### config.mk
export PLATFORM = sky130hd
export DESIGN_NAME = blksync_top
export DESIGN_NICKNAME = d
export VERILOG_FILES = /design/src/rtl/blksync_pkg.sv /design/src/rtl/blksync_window.sv /design/src/rtl/blksync_hdr_check.sv /design/src/rtl/blksync_fsm.sv /design/src/rtl/blksync_top.sv
export SDC_FILE = /design/constraint.sdc
export NUM_CORES = 1
export LEC_CHECK = 0
export BUFFER_PORTS_ARGS = -buffer_cell sky130_fd_sc_hd__buf_2
export CAP_MARGIN = 20
export CORE_MARGIN = 2
export CORE_UTILIZATION = 55
export CTS_CLUSTER_DIAMETER = 30
export DETAILED_ROUTE_END_ITERATION = 12
export PLACE_DENSITY = 0.74
export RECOVER_POWER = 100
export SETUP_SLACK_MARGIN = 0.3
export SKIP_CTS_REPAIR_TIMING = 1
export SYNTH_ARGS = -nofsm -noshare
export SYNTH_HDL_FRONTEND = slang
export SYNTH_SLANG_ARGS = --single-unit
### constraint.sdc
create_clock -name clk -period 3.55 [get_ports clk]
set_input_delay 0.355 -clock clk [delete_from_list [all_inputs] [get_ports clk]]
set_output_delay 0.355 -clock clk [all_outputs]
set_load 0.005 [all_outputs]
### src/rtl/blksync_pkg.sv
package blksync_pkg;

  typedef enum logic {
    ST_HUNT = 1'b0,
    ST_LOCK = 1'b1
  } sync_state_e;

endpackage

### src/rtl/blksync_window.sv
// Keeps the previous raw word and cuts one block out of the two-word window.
module blksync_window #(
  parameter int BLK_W = 66,
  parameter int OFF_W = 7
) (
  input  logic             clk,
  input  logic             rst,
  input  logic             in_valid,
  input  logic [BLK_W-1:0] in_word,
  input  logic [OFF_W-1:0] offset,
  output logic [BLK_W-1:0] win_block
);

  localparam int WIN_W = 2 * BLK_W;

  logic [BLK_W-1:0] prev_q;
  logic [WIN_W-1:0] window;
  logic [WIN_W-1:0] shifted;

  always_ff @(posedge clk) begin
    if (rst) begin
      prev_q <= '0;
    end else if (in_valid) begin
      prev_q <= in_word;
    end
  end

  // older word in the low half: stream order runs upward through the window
  assign window    = {in_word, prev_q};
  assign shifted   = window >> offset;
  assign win_block = shifted[BLK_W-1:0];

endmodule

### src/rtl/blksync_hdr_check.sv
// Header is good only when it shows a transition.
module blksync_hdr_check #(
  parameter int HDR_W = 2
) (
  input  logic [HDR_W-1:0] hdr,
  output logic             hdr_ok
);

  assign hdr_ok = (hdr != '0) && (hdr != '1);

endmodule

### src/rtl/blksync_fsm.sv
// Hunt / lock decision, candidate offset and the three counters.
module blksync_fsm
  import blksync_pkg::*;
#(
  parameter int BLK_W     = 66,
  parameter int OFF_W     = 7,
  parameter int LOCK_CNT  = 64,
  parameter int BAD_LIMIT = 16,
  parameter int WIN_BLKS  = 64
) (
  input  logic             clk,
  input  logic             rst,
  input  logic             in_valid,
  input  logic             hdr_ok,
  output logic [OFF_W-1:0] offset,
  output logic             locked
);

  localparam int GC_W = (LOCK_CNT  > 2) ? $clog2(LOCK_CNT)  : 1;
  localparam int BC_W = (BAD_LIMIT > 2) ? $clog2(BAD_LIMIT) : 1;
  localparam int WC_W = (WIN_BLKS  > 2) ? $clog2(WIN_BLKS)  : 1;

  localparam logic [OFF_W-1:0] OFF_LAST  = OFF_W'(BLK_W - 1);
  localparam logic [GC_W-1:0]  GOOD_LAST = GC_W'(LOCK_CNT - 1);
  localparam logic [BC_W-1:0]  BAD_LAST  = BC_W'(BAD_LIMIT - 1);
  localparam logic [WC_W-1:0]  WIN_LAST  = WC_W'(WIN_BLKS - 1);

  sync_state_e      state_q;
  logic [OFF_W-1:0] off_q;
  logic [GC_W-1:0]  good_q;
  logic [BC_W-1:0]  bad_q;
  logic [WC_W-1:0]  win_q;
  logic [OFF_W-1:0] off_next;

  assign off_next = (off_q == OFF_LAST) ? '0 : off_q + 1'b1;

  always_ff @(posedge clk) begin
    if (rst) begin
      state_q <= ST_HUNT;
      off_q   <= '0;
      good_q  <= '0;
      bad_q   <= '0;
      win_q   <= '0;
    end else if (in_valid) begin
      case (state_q)
        ST_HUNT: begin
          if (!hdr_ok) begin
            off_q  <= off_next;
            good_q <= '0;
          end else if (good_q == GOOD_LAST) begin
            state_q <= ST_LOCK;
            good_q  <= '0;
            bad_q   <= '0;
            win_q   <= '0;
          end else begin
            good_q <= good_q + 1'b1;
          end
        end
        default: begin
          if (!hdr_ok && (bad_q == BAD_LAST)) begin
            state_q <= ST_HUNT;
            good_q  <= '0;
            bad_q   <= '0;
            win_q   <= '0;
          end else if (win_q == WIN_LAST) begin
            win_q <= '0;
            bad_q <= '0;
          end else begin
            win_q <= win_q + 1'b1;
            if (!hdr_ok) begin
              bad_q <= bad_q + 1'b1;
            end
          end
        end
      endcase
    end
  end

  assign offset = off_q;
  assign locked = (state_q == ST_LOCK);

endmodule

### src/rtl/blksync_top.sv
module blksync_top #(
  parameter int BLK_W     = 66,
  parameter int HDR_W     = 2,
  parameter int LOCK_CNT  = 64,
  parameter int BAD_LIMIT = 16,
  parameter int WIN_BLKS  = 64
) (
  input  logic             clk,
  input  logic             rst,
  input  logic             in_valid,
  input  logic [BLK_W-1:0] in_word,
  output logic [BLK_W-1:0] blk_data,
  output logic             blk_valid,
  output logic             blk_lock
);

  localparam int OFF_W = $clog2(BLK_W);

  logic [OFF_W-1:0] cur_offset;
  logic [BLK_W-1:0] win_block;
  logic             hdr_ok;
  logic             fsm_lock;

  blksync_window #(
    .BLK_W (BLK_W),
    .OFF_W (OFF_W)
  ) u_window (
    .clk       (clk),
    .rst       (rst),
    .in_valid  (in_valid),
    .in_word   (in_word),
    .offset    (cur_offset),
    .win_block (win_block)
  );

  blksync_hdr_check #(
    .HDR_W (HDR_W)
  ) u_hdr (
    .hdr    (win_block[HDR_W-1:0]),
    .hdr_ok (hdr_ok)
  );

  blksync_fsm #(
    .BLK_W     (BLK_W),
    .OFF_W     (OFF_W),
    .LOCK_CNT  (LOCK_CNT),
    .BAD_LIMIT (BAD_LIMIT),
    .WIN_BLKS  (WIN_BLKS)
  ) u_fsm (
    .clk      (clk),
    .rst      (rst),
    .in_valid (in_valid),
    .hdr_ok   (hdr_ok),
    .offset   (cur_offset),
    .locked   (fsm_lock)
  );

  always_ff @(posedge clk) begin
    if (rst) begin
      blk_data  <= '0;
      blk_valid <= 1'b0;
    end else begin
      blk_valid <= in_valid && fsm_lock;
      if (in_valid) begin
        blk_data <= win_block;
      end
    end
  end

  assign blk_lock = fsm_lock;

endmodule

==> flow_summary.toml <==
[pwr]
p_per_area_mw_per_mm2 = 502
ir_drop_uv = 344
power_mw = 8.97
leakage_nw = 7.48

[placed_design]
hpwlAfterDp_mm = 46.5
gp_congestion = 1.03
port_buffers = 136
placed_cells = 2191

[final_layout]
nets = 1936
layout_commonest_cell = "nand2_1"
fin_cells = 2253
layout_common_cells = "nand2_1, nor2_1, mux2i_1, mux4_2, dfxtp_1"
layout-drive-gt1-share_pct = 27.4
areaGrowthSynthToFinish_pct = 14.6
antenna_cells = 0

[timing]
rsz0062_at_grt = "yes"
setup_viol = 0
period_minus_slack_ns = 3.40
max_slew_margin_pct = -38.6
hold_violations = 0
worstMarginPinSlew_ns = 2.08
min_period_over_period_pct = 95.7
fmax_mhz = 294
fin_skew_ns = 0.0157
slew_violations = 161

[worst_setup_path]
start_kind = "register"
worstSetupStartpoint = "u_fsm.offset[3]"
crit_required_ns = 3.92
critPathCapture = "u_fsm.win_q[3]"
worstReg2RegStart = "u_fsm.offset[3]"
end_kind = "register"
critPathArrivalTime_ns = 3.77
r2r-end = "u_fsm.win_q[3]"
cp_max_fo = 7
rrSetupSlack_ns = 0.15
rr_worst_depth = 11
crit_type = "reg -> reg"

[min_path]
worstHoldPathCells = 3
holdCritPathClass = "in -> reg"

[cts]
cts_buffer_depth = 2
cts.root.buffer_cell = "clkbuf_16"
clock-sinks = 157
clock_latency_ns = 0.46
cts_buffers = 17
h-tree-depth = 4
cts_tree = "built"
clk_pin_slew_ns = 0.08

[synth]
syn_avg_cell_area_um2 = 8.94
ys_warn_count = 0
synthFlopType = "dfxtp_1"
synth_edf_count = 0
ys_seq_area_share_pct = 20.1
synth_seq_cells = 157
synth.cell_area_mm2 = 0.0156
postSynthCellCount = 1744
async_reset_ff_share_pct = 0
syn-num-nets = 1818
synth_cell_types = 84

[floorplan]
die_area_mm2 = 0.0297
die_h_um = 172
start_util_pct = 56.0
ios = 137
num_rows = 61
die-width_um = 172
core_mm2 = 0.0279

[global_route]
grt_overflow_total = 0
grt_use_total_pct = 41.2
grt_pass1_wl_mm = 89.8
grt_max_degree = 161
grt_pass1_vias = 13700
antenna_found_initial = 1

[run]
maxCapViolCount = 1

[route]
routedWlPerCell_um = 27.6
viasPerCell = 6.91
drt.antenna.violating_nets = 0
dr_total_vias = 15600
drc = 0
drt_iter0_markers = 2800
drt_wl_total_mm = 62.2
drt-pass1-iter-count = 8

[outcome]
violations = "max-capacitance violations, max-slew violations"
status = "finished with violations"
==> metal layers <==
| layer | vias up | global-route usage, % | wire, um |
|---|---|---|---|
| met5 | - | 0 | 0 |
| met2 | 1168 | 60.8 | 26900 |
| met4 | 0 | 14.9 | 2590 |
| li1 | 6753 | - | - |
| met3 | 134 | 8.33 | 7220 |
| met1 | 7511 | 59.9 | 25500 |
==> how the worst min path moves through the flow <==
| stage | from | endpoint | slack [ns] |
|---|---|---|---|
| 2_1_floorplan | u_fsm.bad_q[1] | u_fsm.bad_q[1] | 0.45 |
| 3_3_place_gp | blk_data[41] | blk_data[41] | 0.46 |
| 3_5_place_dp | blk_data[48] | blk_data[48] | 0.46 |
| 4_1_cts | in_word[54] | u_window.prev_q[54] | 0.19 |
| 5_1_grt | in_word[18] | u_window.prev_q[18] | 0.24 |
| 6_report | in_word[54] | u_window.prev_q[54] | 0.20 |
==> kinds of logic (layout without fill, tap and decap cells) <==
logic type | count (synthesis) | after routing | synth area share [%]
and+or+nand+nor | 665 | 665 | 17.5
buffers and inverters | 181 | 312 | 5.90
adders and majority gates | 5 | 5 | 0.401
AOI/OAI and AO/OA | 301 | 301 | 13.2
DFF | 157 | 157 | 20.1
xor gates and xnor gates | 10 | 10 | 0.658
muxes | 425 | 425 | 42.2
==> synthesized netlist by cell type (5+ instances only) <==
| cell | n | area share (%) |
|---|---|---|
| nand2_1 | 307 | 7.4 |
| nor2_1 | 263 | 6.3 |
| mux2i_1 | 196 | 13 |
| mux4_2 | 175 | 25 |
| dfxtp_1 | 157 | 20 |
| o21ai_0 | 97 | 3.1 |
| clkbuf_1 | 70 | 1.7 |
| mux2_2 | 49 | 3.5 |
| a21oi_1 | 47 | 1.5 |
| buf_1 | 42 | 1.0 |
| a211oi_1 | 40 | 1.9 |
| nor3_1 | 30 | 0.96 |
| buf_2 | 20 | 0.64 |
| buf_4 | 20 | 0.96 |
| nand3_1 | 19 | 0.61 |
| o221ai_1 | 14 | 0.79 |
| o211a_1 | 12 | 0.77 |
| buf_6 | 11 | 0.79 |
| a22o_1 | 9 | 0.51 |
| a31oi_1 | 8 | 0.32 |
| xnor2_1 | 8 | 0.45 |
| and2_1 | 7 | 0.28 |
| a311oi_1 | 6 | 0.34 |
| and3_1 | 6 | 0.24 |
| inv_1 | 6 | 0.14 |
| o221a_2 | 6 | 0.43 |
| o311ai_0 | 6 | 0.34 |
| or2_2 | 6 | 0.24 |
| ha_1 | 5 | 0.40 |
| mux4_1 | 5 | 0.84 |
| o311a_1 | 5 | 0.32 |
==> critical path: stages, from the launching register on <==
cell and delay (ns):
dfxtp_4 0.37, buf_12 0.14, mux2_4 0.31, mux4_2 0.52, mux4_2 0.56, nor3_1 0.22, nor4_2 0.08, buf_4 0.19
xor2_4 0.20, nand2_2 0.12, or3b_4 0.39, o32ai_2 0.19
==> report_power, final <==
part	internal (mW)	total, mW	switching, mW
logic	2.16	5.01	2.85
registers	1.89	2.01	0.119
clock network	1.04	1.96	0.919
==> per-stage QoR <==
step | setup TNS, ns | util (%) | setup slack [ns] | hold WS [ns] | instance area (um2)
after detailed placement | -0.153 | 60.4 | -0.129 | 0.462 | 16800
after global placement | -0.174 | 60.4 | -0.174 | 0.457 | 16800
after floorplan | 0 | - | 0.465 | 0.452 | 15600
final | 0 | 64.2 | 0.154 | 0.204 | 17900
after global routing | 0 | 64.2 | 0.0707 | 0.239 | 17900
after CTS | -0.503 | 62.5 | -0.193 | 0.193 | 17400
==> state kept, by name, summed over array words and instances (netlist names) <==
name / flops
blk_data: 66
blk_valid: 1
u_fsm.bad_q: 4
u_fsm.good_q: 6
u_fsm.locked: 1
u_fsm.offset: 7
u_fsm.win_q: 6
u_window.prev_q: 66
==> layout make-up <==
class,count,area (um2)
timing repair buffer,268,1850
inverter,12,50.0
tap,378,473
clock inverter,14,143
multi-input combinational,1406,11700
clock buffer,18,450
sequential,157,3160
fill,2385,9990
Note: power is estimated with default switching activity, not from simulation.
